===== config.mk =====
export PLATFORM = sky130hd
export DESIGN_NAME = link_rst_seq
export DESIGN_NICKNAME = d
export VERILOG_FILES = /design/src/rtl/link_rst_pkg.sv /design/src/rtl/lrs_sync2.sv /design/src/rtl/lrs_hold_timer.sv /design/src/rtl/lrs_det_fsm.sv /design/src/rtl/link_rst_seq.sv
export SDC_FILE = /design/constraint.sdc
export NUM_CORES = 1
export LEC_CHECK = 0
export BUFFER_PORTS_ARGS = -buffer_cell sky130_fd_sc_hd__buf_4
export CAP_MARGIN = 20
export CORE_MARGIN = 10
export CORE_UTILIZATION = 53
export CTS_CLUSTER_SIZE = 30
export DETAILED_ROUTE_END_ITERATION = 16
export PLACE_DENSITY = 0.75
export SYNTH_ARGS = -nofsm -noshare
export SYNTH_HDL_FRONTEND = slang
export SYNTH_HIERARCHICAL = 1
export SYNTH_SLANG_ARGS = --single-unit

===== constraint.sdc =====
create_clock -name clk -period 4.6 [get_ports clk]
set_input_delay 0.46 -clock clk [delete_from_list [all_inputs] [get_ports clk]]
set_output_delay 0.46 -clock clk [all_outputs]
set_load 0.05 [all_outputs]

===== src/rtl/link_rst_pkg.sv =====
package link_rst_pkg;

  typedef enum logic [1:0] {
    DET_QUIET  = 2'd0,
    DET_ACTIVE = 2'd1,
    DET_POLL   = 2'd2
  } det_state_t;

  localparam logic [2:0] RX_CODE_DETECTED = 3'd3;

  // Window length in cycles for a 3 ms hold at clock rate hz.
  function automatic int unsigned ms3_cycles(longint unsigned hz, int unsigned ovr);
    longint unsigned c;
    if (ovr != 0) return ovr;
    c = (hz * 3) / 1000;
    if (c == 0) c = 1;
    return int'(c);
  endfunction

  function automatic int unsigned cnt_width(int unsigned lim);
    return (lim < 2) ? 1 : $clog2(lim + 1);
  endfunction

endpackage


===== src/rtl/lrs_sync2.sv =====
module lrs_sync2 #(
  parameter int W = 1
) (
  input  logic         clk,
  input  logic         rst_n,
  input  logic [W-1:0] d,
  output logic [W-1:0] q
);
  logic [W-1:0] meta;

  always_ff @(posedge clk or negedge rst_n) begin
    if (!rst_n) begin
      meta <= '0;
      q    <= '0;
    end else begin
      meta <= d;
      q    <= meta;
    end
  end
endmodule


===== src/rtl/lrs_hold_timer.sv =====
module lrs_hold_timer #(
  parameter int unsigned LIMIT = 127,
  parameter int unsigned W     = 7
) (
  input  logic clk,
  input  logic rst_n,
  input  logic en,
  input  logic level,
  output logic done
);
  localparam logic [W-1:0] LIM = W'(LIMIT);
  logic [W-1:0] run;

  always_ff @(posedge clk or negedge rst_n) begin
    if (!rst_n)               run <= '0;
    else if (!en || !level)   run <= '0;
    else if (run != LIM)      run <= run + 1'b1;
  end

  assign done = (run == LIM);
endmodule


===== src/rtl/lrs_det_fsm.sv =====
module lrs_det_fsm
  import link_rst_pkg::*;
(
  input  logic       clk,
  input  logic       rst_n,
  input  logic       en,
  input  logic       pll_lock,
  input  logic       hit,
  output det_state_t state
);
  det_state_t nxt;

  always_comb begin
    nxt = state;
    if (en) begin
      unique case (state)
        DET_QUIET:  if (pll_lock) nxt = DET_ACTIVE;
        DET_ACTIVE: if (hit)      nxt = DET_POLL;
        default:                  nxt = DET_POLL;
      endcase
    end
  end

  always_ff @(posedge clk or negedge rst_n) begin
    if (!rst_n) state <= DET_QUIET;
    else        state <= nxt;
  end
endmodule


===== src/rtl/link_rst_seq.sv =====
module link_rst_seq
  import link_rst_pkg::*;
#(
  parameter int unsigned CLK_HZ         = 125_000_000,
  parameter int unsigned SIG_OVERRIDE   = 0,
  parameter int unsigned TX_LOCK_CYCLES = 127
) (
  input  logic       clk,
  input  logic       por_n,
  input  logic       tx_pll_lock,
  input  logic       rx_pll_lock,
  input  logic       phy_status,
  input  logic [2:0] rx_status,
  input  logic       sig_det,
  output logic       serdes_rst,
  output logic       tx_dig_rst,
  output logic       rx_dig_rst,
  output logic       rst_status,
  output logic [1:0] det_state
);
  localparam int unsigned SIG_CYCLES = ms3_cycles(CLK_HZ, SIG_OVERRIDE);
  localparam int unsigned SIG_W      = cnt_width(SIG_CYCLES);
  localparam int unsigned TX_W       = cnt_width(TX_LOCK_CYCLES);

  logic       seq_en;
  logic       det_hit;
  logic       tx_ok;
  logic       rx_ok;
  logic       in_poll;
  logic [4:0] sync_q;
  logic       s_phy;
  logic       s_sig;
  logic [2:0] s_stat;
  det_state_t st;

  always_ff @(posedge clk or negedge por_n) begin
    if (!por_n) serdes_rst <= 1'b1;
    else        serdes_rst <= 1'b0;
  end

  assign seq_en = ~serdes_rst;

  lrs_sync2 #(.W(5)) u_sync (
    .clk   (clk),
    .rst_n (por_n),
    .d     ({sig_det, rx_status, phy_status}),
    .q     (sync_q)
  );

  assign s_phy  = sync_q[0];
  assign s_stat = sync_q[3:1];
  assign s_sig  = sync_q[4];

  assign det_hit = s_phy && (s_stat == RX_CODE_DETECTED);

  lrs_hold_timer #(.LIMIT(TX_LOCK_CYCLES), .W(TX_W)) u_tx_tmr (
    .clk   (clk),
    .rst_n (por_n),
    .en    (seq_en),
    .level (tx_pll_lock),
    .done  (tx_ok)
  );

  lrs_det_fsm u_det (
    .clk      (clk),
    .rst_n    (por_n),
    .en       (seq_en),
    .pll_lock (rx_pll_lock),
    .hit      (det_hit),
    .state    (st)
  );

  assign in_poll = (st == DET_POLL);

  lrs_hold_timer #(.LIMIT(SIG_CYCLES), .W(SIG_W)) u_rx_tmr (
    .clk   (clk),
    .rst_n (por_n),
    .en    (in_poll),
    .level (s_sig),
    .done  (rx_ok)
  );

  assign tx_dig_rst = ~tx_ok;
  assign rx_dig_rst = ~rx_ok;
  assign rst_status = tx_dig_rst | rx_dig_rst;
  assign det_state  = st;
endmodule


==> impl_metrics.json <==
{
  "status": "finished clean",
  "clk_latency_ns": 0.35,
  "utilization_pct": 60.5,
  "synth-seq-cells": 39,
  "hold_buffers": 0,
  "r2r_cells": 5,
  "synth_area_per_cell_um2": 10.2,
  "setup-violations-final": 0,
  "regArea_um2": 977,
  "final.setup.tns_ns": 0,
  "critPathCaptureType": "primary output",
  "synth.distinct_cells": 40,
  "drcViolationCount": 0,
  "num-fill-cells": 318,
  "maxSlewViolCount": 0,
  "synth_top_area_share_pct": 53.0,
  "root_buffer": "clkbuf_4",
  "synth_common_cells": "dfrtp_1 (38), nor2_1 (19), nand3_1 (14)",
  "drt-total-wl_um": 3670,
  "period_share_pct": 62.4,
  "synthFlopType": "dfrtp_1",
  "drtAntennaViolNets": 0,
  "rsz0062_at_grt": "no",
  "post_cts_buffers": 0,
  "p_per_area_mw_per_mm2": 344,
  "layout.nets": 205,
  "ff2ff_setup_slack_ns": 2.70,
  "async_flop_share_pct": 100,
  "areaGrowthSynthToFinish_pct": 11.8,
  "path_class": "flop to primary output",
  "leakage_nw": 0.809,
  "syn_area_mm2": 0.00179,
  "placementRows": 21,
  "io_buffers": 14,
  "dp_hpwl_um": 2640,
  "syn_inst": 175,
  "tightest_slew_ns": 0.607,
  "initial_core_util_pct": 54.2,
  "hold_path_class": "input pin to async pin",
  "finalHoldViolations": 0,
  "drv_cap": 0,
  "vias": 1390,
  "wire_per_inst_um": 15.3,
  "finalWeightedCongestion": 0.886,
  "cp.arrival_ns": 2.41,
  "antenna_found_initial": 0,
  "yosysSeqAreaShare_pct": 54.5,
  "yosysTopAreaCell": "dfrtp_1",
  "synth_nets": 187,
  "r2r_end": "u_rx_tmr/run[18]",
  "synth_edf_count": 0,
  "grt_max_degree": 40,
  "finalCriticalPeriod_ns": 2.87,
  "fin_worst_skew_ns": 0.0112,
  "startpoint_type": "flop",
  "cts.sinks": 39,
  "antennaDiodeCount": 0,
  "timing.fmax_mhz": 348,
  "clockBufferDepth": 2,
  "htreeDepth": 2,
  "core_mm2": 0.00331,
  "grt-ovfl-total": 0,
  "cts_tree": "built",
  "drt-pass1-iter-count": 4,
  "grt_pass1_vias": 1368,
  "die_w_um": 78.2,
  "r2r-start": "u_rx_tmr/run[1]",
  "ios": 15,
  "synthMostInstantiatedCell": "dfrtp_1",
  "grt_pass1_wl_um": 6280,
  "vias_per_cell": 5.79,
  "timing.slew.headroom_pct": 59.4,
  "track_usage_pct": 12.7,
  "peakVddDrop_v": 0.000285,
  "netlist_top_cells_area": "dfrtp_1 (53%), xnor2_1 (4.4%), nor2_1 (4.0%)",
  "die_area_mm2": 0.00611,
  "numCtsBuffers": 5,
  "path_max_fanout": 5,
  "cts_resized": 0,
  "clk_pin_slew_worst_paths_ns": 0.12,
  "worstPathRequired_ns": 4.14,
  "multi_input_area_um2": 759,
  "yosysWarnings": 6,
  "drtIter0Drc": 142,
  "die_y_um": 78.2,
  "layout-drive-gt1-share_pct": 17.0
}
## per-layer routing
layer | vias up | GRT usage [%] | wire, µm
li1 | 659 | - | -
met2 | 32 | 22.0 | 1900
met3 | 6 | 4.10 | 183
met4 | 0 | 4.84 | 49
met1 | 693 | 14.1 | 1540
met5 | - | 0 | 0
## worst max-delay path, cell delays in order, from the launching register on
cell and delay (ns):
dfrtp_1 0.44, inv_1 0.09, ha_1 0.15, nand4bb_1 0.11, or4_1 0.57, nor4_1 0.39, nand2_1 0.10, buf_4 0.20
## final cells by class
cell class                      instances  share of cell area, %
Sequential cell                        39                   48.8
Clock buffer                            6                   2.56
Timing Repair Buffer                   14                   5.24
Inverter                               10                   1.87
Tap cell                               46                   2.87
Multi-Input combinational cell        123                   37.9
Clock inverter                          2                  0.811
## stage by stage
stage | instances | power, mW | worst slack (ns) | hold slack (ns) | cell area, µm²
after floorplan | 175 | 0.464 | 2.29 | 0.164 | 1790
after global placement | 232 | 0.503 | 2.19 | 0.332 | 1940
after detailed placement | 232 | 0.508 | 2.14 | 0.337 | 1940
after CTS | 240 | 0.697 | 1.72 | 0.0587 | 2000
after global routing | 240 | 0.725 | 1.56 | 0.0586 | 2000
final | 240 | 0.689 | 1.73 | 0.0525 | 2000
## cells by family (layout without fill, tap and decap cells)
| group | count (synthesis) | after routing | share of synthesized area (%) |
|---|---|---|---|
| XOR/XNOR | 10 | 10 | 4.89 |
| other | 1 | 1 | 0.209 |
| buffers and inverters | 13 | 32 | 3.14 |
| AO/OA/AOI/OAI | 29 | 29 | 11.1 |
| AND/OR/NAND/NOR | 79 | 79 | 23.5 |
| flip-flops | 39 | 39 | 54.5 |
| adder cells (fa/ha/maj) | 3 | 3 | 2.09 |
| multiplexers | 1 | 1 | 0.558 |
## state kept, by name, summed over array words and instances, names as in the netlist
signal / cells
u_tx_tmr/run: 7
u_sync/q: 5
u_sync/meta: 5
u_rx_tmr/run: 19
serdes_rst: 1
u_det/state: 2
## how the worst max path moves through the flow
stage,from,end,slack [ns],cells past startpoint
3_5_place_dp,u_rx_tmr/run[0],rst_status,2.14,7
4_1_cts,u_rx_tmr/run[0],rst_status,1.72,7
5_1_grt,u_rx_tmr/run[0],rst_status,1.56,7
6_report,u_rx_tmr/run[0],rst_status,1.73,7
2_1_floorplan,u_rx_tmr/run[0],rst_status,2.29,6
3_3_place_gp,u_rx_tmr/run[0],rst_status,2.19,7
## where the power goes
| group | internal (mW) | switching [mW] | total (mW) |
|---|---|---|---|
| Clock | 0.0752 | 0.112 | 0.187 |
| Combinational | 0.0375 | 0.0854 | 0.123 |
| Sequential | 0.361 | 0.0174 | 0.378 |
## cells in the final DEF (no fill, tap or decap), types with 2 or more instances in the layout
cell      synthesis  routed
o21ai_0           4       4
buf_4             0      14
and4_1            2       2
nand2_1           8       8
inv_1            10      10
dfrtp_1          38      38
nor3_1           13      13
a21oi_1          10      10
a31oi_1           2       2
nand4_1           6       6
or3_1             2       2
xnor2_1           9       9
clkbuf_4          0       5
ha_1              3       3
a31o_2            4       4
nand3_1          14      14
nor4_1            5       5
nor2_1           19      19
a21boi_0          2       2
Power figures use the tool's default switching activity.
